$ cat config.mk
export PLATFORM = sky130hd
export DESIGN_NAME = thermal_guard
export DESIGN_NICKNAME = d
export VERILOG_FILES = /design/src/rtl/thermal_guard.sv
export SDC_FILE = /design/constraint.sdc
export NUM_CORES = 1
export LEC_CHECK = 0
export BUFFER_PORTS_ARGS = -buffer_cell sky130_fd_sc_hd__buf_4
export CORE_ASPECT_RATIO = 0.8
export CORE_MARGIN = 3
export CORE_UTILIZATION = 54
export DETAILED_ROUTE_END_ITERATION = 12
export GPL_TIMING_DRIVEN = 0
export MAX_ROUTING_LAYER = met4
export PLACE_DENSITY = 0.83
export SKIP_LAST_GASP = 1
export SLEW_MARGIN = 20
export SYNTH_ARGS = -nofsm -noshare
export SYNTH_HDL_FRONTEND = slang
export SYNTH_SLANG_ARGS = --single-unit
$ cat constraint.sdc
create_clock -name clk -period 4.1 [get_ports clk]
set_input_delay 0.615 -clock clk [delete_from_list [all_inputs] [get_ports clk]]
set_output_delay 0.615 -clock clk [all_outputs]
set_load 0.05 [all_outputs]
$ cat src/rtl/thermal_guard.sv
module thermal_guard #(
  parameter int CODE_W   = 12,
  parameter int TRIP_MV  = 640,
  parameter int HYST_MV  = 20,
  parameter int SHUT_MV  = 580,
  parameter int TERM_CNT = 5000
) (
  input  logic              clk,
  input  logic              rst_n,
  input  logic              smp_vld,
  input  logic [CODE_W-1:0] mv_a,
  input  logic [CODE_W-1:0] mv_b,
  input  logic              fault_clr,
  output logic              hot_n,
  output logic              therm_fault
);
  localparam int CNT_W = $clog2(TERM_CNT + 1);
  localparam logic [CODE_W-1:0] TRIP_C = CODE_W'(TRIP_MV);
  localparam logic [CODE_W-1:0] REL_C  = CODE_W'(TRIP_MV + HYST_MV);
  localparam logic [CODE_W-1:0] SHUT_C = CODE_W'(SHUT_MV);
  localparam logic [CNT_W-1:0]  TERM_C = CNT_W'(TERM_CNT);

  logic             hot_q, fault_q;
  logic [CNT_W-1:0] dwell_q;

  wire warm   = (mv_a <= TRIP_C) || (mv_b <= TRIP_C);
  wire cool   = (mv_a >  REL_C)  && (mv_b >  REL_C);
  wire severe = (mv_a <= SHUT_C) || (mv_b <= SHUT_C);
  wire at_top = (dwell_q == TERM_C);
  wire at_bot = (dwell_q == '0);

  always_ff @(posedge clk or negedge rst_n) begin
    if (!rst_n) begin
      hot_q <= 1'b0;
    end else if (smp_vld) begin
      if (!hot_q && warm)
        hot_q <= 1'b1;
      else if (hot_q && cool)
        hot_q <= 1'b0;
    end
  end

  always_ff @(posedge clk or negedge rst_n) begin
    if (!rst_n) begin
      dwell_q <= '0;
    end else if (smp_vld) begin
      if (warm && !at_top)
        dwell_q <= dwell_q + 1'b1;
      else if (!warm && !at_bot)
        dwell_q <= dwell_q - 1'b1;
    end
  end

  always_ff @(posedge clk or negedge rst_n) begin
    if (!rst_n)
      fault_q <= 1'b0;
    else if (fault_clr)
      fault_q <= 1'b0;
    else if (smp_vld && severe && at_top)
      fault_q <= 1'b1;
  end

  assign hot_n       = ~hot_q;
  assign therm_fault = fault_q;
endmodule


==> impl_metrics.py, run 1 <==
metrics = {
    "status": {
        "outcome": "completed",
    },
    "setup_path": {
        "crit_buf_inv": 1,
        "slowest_stage": "a2111oi_1",
        "cp_top_family": "simple AND/OR/NAND/NOR gates",
        "worstPathCellList": "nor4_1, nand2_1, nor3_2, and2b_2, inv_1, ha_1, nor2_1, a2111oi_1, nor2_1, o21ai_0, mux2i_1, xnor2_1",
        "crit_top_cell": "nor2_1",
        "cp.arrival_ns": 4.01,
        "cpPeakStageDelay_ns": 0.60,
        "end_kind": "flip-flop",
        "worst-path-max-fanout": 11,
        "crit_required_ns": 4.32,
        "cp-start-kind": "flip-flop",
        "critPathKind": "flip-flop to flip-flop",
    },
    "route": {
        "drc": 0,
        "routed_via_density": 5.99,
        "drt_iter0_markers": 78,
        "routed_wl_mm": 3.48,
        "ant_nets": 0,
        "vias": 1318,
        "dr.pass1.iters": 4,
        "wl_per_cell_um": 15.8,
    },
    "cts": {
        "cts_buffers": 3,
        "cts_tree": "yes",
        "cts_max_level": 1,
        "postCtsHoldBufs": 0,
        "post-cts-setup-buffers": 0,
        "worstSkewPairLatency_ns": 0.30,
        "cts.sinks": 15,
        "root_buffer": "clkbuf_4",
        "clkTransAtPathRegs_ns": 0.10,
        "cts_buffer_depth": 2,
        "cts.repair.resized": 0,
    },
    "timing": {
        "skew_ns": 0.0115,
        "slew_headroom_pct": 60.5,
        "period_needed_ns": 3.79,
        "finalCritPeriodShare_pct": 92.5,
        "hold_slack_ns": 0.144,
        "maxClockFrequency_mhz": 264,
        "drv_slew": 0,
        "tns_ns": 0,
        "rsz0062_at_grt": "false",
        "hold_viol": 0,
        "setup_viol": 0,
        "setup_slack_ns": 0.308,
        "worst_slew_pin_slew_ns": 0.591,
    },
    "run": {
        "max_cap_viol_count": 0,
    },
    "cells_and_area": {
        "final_cell_area_um2": 1690,
        "drive_gt1_share_pct": 27.4,
        "nets": 227,
        "syn_to_final_growth_pct": 20.5,
        "num-fill-cells": 181,
        "diodes": 0,
    },
    "placed_design": {
        "dp_slack_ns": 0.254,
        "hpwl_mm": 2.85,
        "placed_area_um2": 1670,
        "numPortBuffers": 29,
        "finalWeightedCongestion": 0.876,
    },
    "global_route": {
        "antenna_found_initial": 0,
        "overflow": 0,
        "first_global_vias": 1298,
        "track_usage_pct": 23.5,
        "grt_max_degree": 16,
        "grt_pass1_wl_mm": 5.90,
    },
    "power": {
        "clkPwrFrac_pct": 7.8,
        "power.internal_w": 0.000650,
        "pwr-share-seq_pct": 25.1,
        "p_switching_w": 0.000504,
        "pwr-share-comb_pct": 67.1,
        "power_w": 0.00115,
        "p_leak_nw": 0.775,
        "vdd_drop_max_mv": 0.414,
        "powerDensity_nw_per_um2": 681,
        "swShare_pct": 43.7,
    },
    "synth": {
        "synth.cell_area_um2": 1410,
        "yosysSeqAreaShare_pct": 26.7,
        "synth_edf_count": 0,
        "synth-seq-cells": 15,
        "synth_ff_type": "dfrtp_1",
        "syn_nets": 193,
        "yosysUniqueCellTypes": 40,
        "async_reset_ff_share_pct": 100,
        "synth_cells": 153,
        "ys_warn_count": 0,
        "syn_area_per_cell_um2": 9.19,
    },
    "floorplanning": {
        "die_x_um": 63.1,
        "start_util_pct": 60.9,
        "die_area_um2": 3260,
        "fp-row-count": 15,
        "core_um2": 2310,
        "num_io_pins": 30,
        "die_h_um": 51.6,
    },
    "min_path": {
        "hold_path.class": "input port to async pin",
    },
}
final cells by class:
| type | instances | area, µm² | share of cell area (%) |
|---|---|---|---|
| multi-input cells | 129 | 990 | 58.4 |
| flip-flops and latches | 15 | 375 | 22.2 |
| repair buffers | 29 | 218 | 12.9 |
| well taps | 34 | 42.5 | 2.51 |
| inverters | 8 | 30.0 | 1.77 |
| clock buffers | 3 | 22.5 | 1.33 |
| plain buffers | 1 | 11.3 | 0.665 |
| clock inverters | 1 | 5.00 | 0.295 |
sequential cells by signal (all words and copies together) (netlist names):
register,count
dwell_q,13
therm_fault,1
hot_q,1
stage by stage:
stage	util, %	instances
final	73.4	220
after floorplan	-	153
after global routing	73.4	220
after CTS	73.4	220
after detailed placement	72.2	216
after global placement	72.2	216
routing by layer:
layer / part of all wire [%] / vias to the layer above / track usage, %
li1: - / 646 / -
met3: 4.8 / 4 / 4.32
met4: 0.72 / 0 / 5.13
met2: 46 / 40 / 37.8
met5: 0 / - / -
met1: 48 / 628 / 31.3
path summary, 6_finish.rpt:
path,from,endpoint,slack [ns],cells past startpoint
setup / recovery,dwell_q[0]$_DFFE_PN0P_,dwell_q[12]$_DFFE_PN0P_,0.31,12
hold / removal,rst_n,dwell_q[1]$_DFFE_PN0P_,0.14,1
setup reg to reg,dwell_q[0]$_DFFE_PN0P_,dwell_q[12]$_DFFE_PN0P_,0.31,12
hold reg to reg,dwell_q[12]$_DFFE_PN0P_,dwell_q[12]$_DFFE_PN0P_,0.51,1
max in group asynchronous,rst_n,therm_fault$_DFFE_PN0P_,3.77,1
min in group clk,fault_clr,therm_fault$_DFFE_PN0P_,0.46,2
kinds of logic after synthesis:
| kind of cell | count (synthesis) | synth area share (%) |
|---|---|---|
| muxes | 12 | 11.6 |
| and+or+nand+nor | 50 | 19.8 |
| DFF | 15 | 26.7 |
| xor gates and xnor gates | 12 | 7.47 |
| adders and majority gates | 12 | 11.2 |
| buffers and inverters | 9 | 2.94 |
| AOI/OAI and AO/OA | 43 | 20.3 |
cell usage in the layout, fill, tap and decap left out, drive strengths merged, types with 2 or more instances in the layout:
| cell type | netlist | routed |
|---|---|---|
| clkbuf | 0 | 3 |
| buf | 1 | 30 |
| dfrtp | 15 | 15 |
| a211oi | 2 | 2 |
| o31ai | 4 | 4 |
| nor2 | 11 | 11 |
| ha | 11 | 11 |
| mux2 | 10 | 10 |
| a31oi | 4 | 4 |
| xnor2 | 8 | 8 |
| o21ai | 9 | 9 |
| nand4 | 3 | 3 |
| a21oi | 10 | 10 |
| xor2 | 4 | 4 |
| nor4 | 5 | 5 |
| nand3 | 5 | 5 |
| nand2 | 10 | 10 |
| mux2i | 2 | 2 |
| nor3 | 6 | 6 |
| nand2b | 3 | 3 |
| inv | 8 | 8 |
| a21o | 5 | 5 |
| nor3b | 2 | 2 |
worst register-to-register path: stages (launching register included):
cell	delay (ns)
dfrtp_1	0.42
nor4_1	0.48
nand2_1	0.14
nor3_2	0.29
and2b_2	0.28
inv_1	0.33
ha_1	0.30
nor2_1	0.08
a2111oi_1	0.60
nor2_1	0.11
o21ai_0	0.26
mux2i_1	0.26
xnor2_1	0.14
power by group through the flow:
stage	clock network, W	registers [W]	logic (W)
floorplan	0	0.000272	0.000615
global placement	0	0.000287	0.000718
detailed placement	0	0.000290	0.000763
CTS	0.0000918	0.000287	0.000769
global route	0.0000949	0.000298	0.000853
finish	0.0000904	0.000289	0.000774
synth_stat cells, types with 2 or more instances:
cell | n | share of area, %
nand2_1 | 10 | 2.7
xnor2_1 | 8 | 5.0
nor2_1 | 11 | 2.9
nand3_1 | 5 | 1.8
nor3_1 | 5 | 1.8
mux2i_1 | 2 | 1.4
ha_1 | 11 | 9.8
a21oi_1 | 10 | 3.6
nor4_1 | 5 | 2.2
nand4_1 | 3 | 1.3
mux2_2 | 2 | 1.6
nor3b_1 | 2 | 1.1
o21ai_0 | 9 | 3.2
o31ai_1 | 4 | 2.1
a211oi_1 | 2 | 1.1
nand2b_1 | 3 | 1.3
mux2_4 | 8 | 8.5
a31oi_1 | 4 | 1.8
xor2_1 | 4 | 2.5
dfrtp_1 | 15 | 27
a21o_1 | 4 | 2.1
inv_1 | 8 | 2.1
No activity file was read; power rests on OpenSTA's default activity.
==> run 2, diff against run 1 <==
CELL_PAD_IN_SITES_DETAIL_PLACEMENT = 0   (was not set)
CELL_PAD_IN_SITES_GLOBAL_PLACEMENT = 1   (was not set)
CORE_UTILIZATION = 41   (was 54)
PLACE_DENSITY = 0.84   (was 0.83)
==> run 2 against run 1 <==
Clock power rose by 37%; via count fell by 1.4%; critical path depth unchanged; total power is 2.8% higher; worst hold slack improved by 0.057 ns; setup slack improved by 0.15 ns; sequential share of layout area shrank 0.42 points; largest power group unchanged; clock-buffer cell count stayed put; die area rose by 28%; combinational power fell by 2%; sequential cell count unchanged.
==> impl_metrics.py, run 2 (synthesis gave the netlist of run 1 again) <==
metrics = {
    "cts": {
        "cts.sinks": 15,
        "cts_max_level": 1,
        "clkTransAtPathRegs_ns": 0.07,
        "post-cts-setup-buffers": 0,
        "postCtsHoldBufs": 0,
        "cts_tree": "yes",
        "worstSkewPairLatency_ns": 0.26,
        "cts.repair.resized": 0,
        "cts_buffers": 3,
        "root_buffer": "clkbuf_8",
        "cts_buffer_depth": 2,
    },
    "route": {
        "dr.pass1.iters": 4,
        "routed_via_density": 5.75,
        "wl_per_cell_um": 15.3,
        "wl_met1_mm": 1.64,
        "routed_wl_mm": 3.46,
        "met3_length_um": 191,
        "routed.top_layer": "met4",
        "drt_iter0_markers": 66,
        "ant_nets": 0,
        "drc": 0,
        "vias": 1300,
        "wl_met2_mm": 1.61,
    },
    "floorplanning": {
        "fp-row-count": 18,
        "die_x_um": 71.5,
        "core_um2": 3180,
        "start_util_pct": 44.3,
        "die_area_um2": 4170,
        "die_h_um": 58.4,
        "num_io_pins": 30,
    },
    "timing": {
        "maxClockFrequency_mhz": 275,
        "setup_viol": 0,
        "rsz0062_at_grt": "false",
        "setup_slack_ns": 0.461,
        "hold_viol": 0,
        "tns_ns": 0,
        "worst_slew_pin_slew_ns": 0.610,
        "period_needed_ns": 3.64,
        "slew_headroom_pct": 59.2,
        "skew_ns": 0.00858,
        "drv_slew": 0,
        "finalCritPeriodShare_pct": 88.7,
    },
    "setup_path": {
        "crit_buf_inv": 1,
        "crit_top_cell": "a21oi_1",
        "end_kind": "flip-flop",
        "worstPathCellList": "nor4_1, nand2_1, nor3_2, and2b_2, inv_1, ha_1, a21oi_1, o211ai_1, a21oi_1, o31ai_1, xor2_1, mux2_4",
        "cp.depth": 12,
        "slowest_stage": "dfrtp_1",
        "crit_required_ns": 4.25,
        "cp-start-kind": "flip-flop",
        "cp.arrival_ns": 3.79,
        "cpPeakStageDelay_ns": 0.42,
        "cp_top_family": "simple AND/OR/NAND/NOR gates",
        "r2r_cells": 12,
        "worst-path-max-fanout": 11,
        "critPathKind": "flip-flop to flip-flop",
    },
    "global_route": {
        "overflow": 0,
        "grt_max_degree": 16,
        "first_global_vias": 1273,
        "track_usage_pct": 18.1,
        "grt_pass1_wl_mm": 5.80,
        "antenna_found_initial": 0,
    },
    "placed_design": {
        "hpwl_mm": 2.81,
        "dp_slack_ns": 0.270,
        "finalWeightedCongestion": 0.906,
        "numPortBuffers": 29,
        "placed_area_um2": 1670,
    },
    "cells_and_area": {
        "num-fill-cells": 281,
        "most-common-layout-cells": "buf_4 (29), dfrtp_1 (15), nor2_1 (11), ha_1 (11)",
        "diodes": 0,
        "mostFrequentLayoutCell": "buf_4",
        "nets": 227,
        "drive_gt1_share_pct": 28.0,
        "final_cell_area_um2": 1730,
        "finalCoreUtilization_pct": 54.4,
        "largest-register": "dwell_q",
        "syn_to_final_growth_pct": 22.8,
        "largest_register_ffs": 13,
    },
    "power": {
        "powerDensity_nw_per_um2": 687,
        "p_leak_nw": 0.783,
        "vdd_drop_max_mv": 0.369,
    },
    "min_path": {
        "hold_path.class": "input port to async pin",
    },
    "run": {
        "max_cap_viol_count": 0,
    },
    "status": {
        "outcome": "completed",
    },
}
[run 2: worst register-to-register path, cell delays in order, from the launching register on]
cell,delay [ns]
dfrtp_1,0.42
nor4_1,0.39
nand2_1,0.11
nor3_2,0.30
and2b_2,0.29
inv_1,0.31
ha_1,0.38
a21oi_1,0.36
o211ai_1,0.20
a21oi_1,0.25
o31ai_1,0.12
xor2_1,0.15
mux2_4,0.27
[run 2: worst paths after layout]
| check | slack, ns | startpoint | end |
|---|---|---|---|
| worst max register to register | 0.46 | dwell_q[5]$_DFFE_PN0P_ | dwell_q[11]$_DFFE_PN0P_ |
| worst min-delay path | 0.20 | rst_n | hot_q$_DFFE_PN0P_ |
| min in group clk | 0.50 | fault_clr | therm_fault$_DFFE_PN0P_ |
| worst max-delay path | 0.46 | dwell_q[5]$_DFFE_PN0P_ | dwell_q[11]$_DFFE_PN0P_ |
| max in group asynchronous | 3.71 | rst_n | dwell_q[0]$_DFFE_PN0P_ |
| worst min register to register | 0.51 | dwell_q[12]$_DFFE_PN0P_ | dwell_q[12]$_DFFE_PN0P_ |
[run 2: where the power goes]
| part | switching (W) | total (W) | internal [W] |
|---|---|---|---|
| Sequential | 0.0000776 | 0.000300 | 0.000222 |
| Combinational | 0.000369 | 0.000761 | 0.000392 |
| Clock | 0.0000567 | 0.000124 | 0.0000675 |
[run 2: layer usage]
layer / vias up / GRT usage [%]
met5: - / -
met4: 0 / 3.22
met3: 2 / 3.75
met2: 36 / 28.7
met1: 614 / 24.2
li1: 648 / -
[run 2: final cells by class]
type,instances,area [µm²],area share [%]
Buffer,1,11.3,0.652
Clock buffer,3,41.3,2.39
Clock inverter,1,5.00,0.290
Inverter,8,30.0,1.74
Multi-Input combinational cell,129,996,57.7
Sequential cell,15,375,21.7
Tap cell,40,50.0,2.90
Timing Repair Buffer,29,218,12.6
[run 2: metrics by stage]
| stage | std cells | hold slack [ns] | total power (W) |
|---|---|---|---|
| after floorplan | 153 | 0.319 | 0.000887 |
| after global placement | 222 | 0.475 | 0.00102 |
| after detailed placement | 222 | 0.482 | 0.00105 |
| final | 226 | 0.201 | 0.00119 |
| after CTS | 226 | 0.203 | 0.00118 |
| after global routing | 226 | 0.209 | 0.00129 |
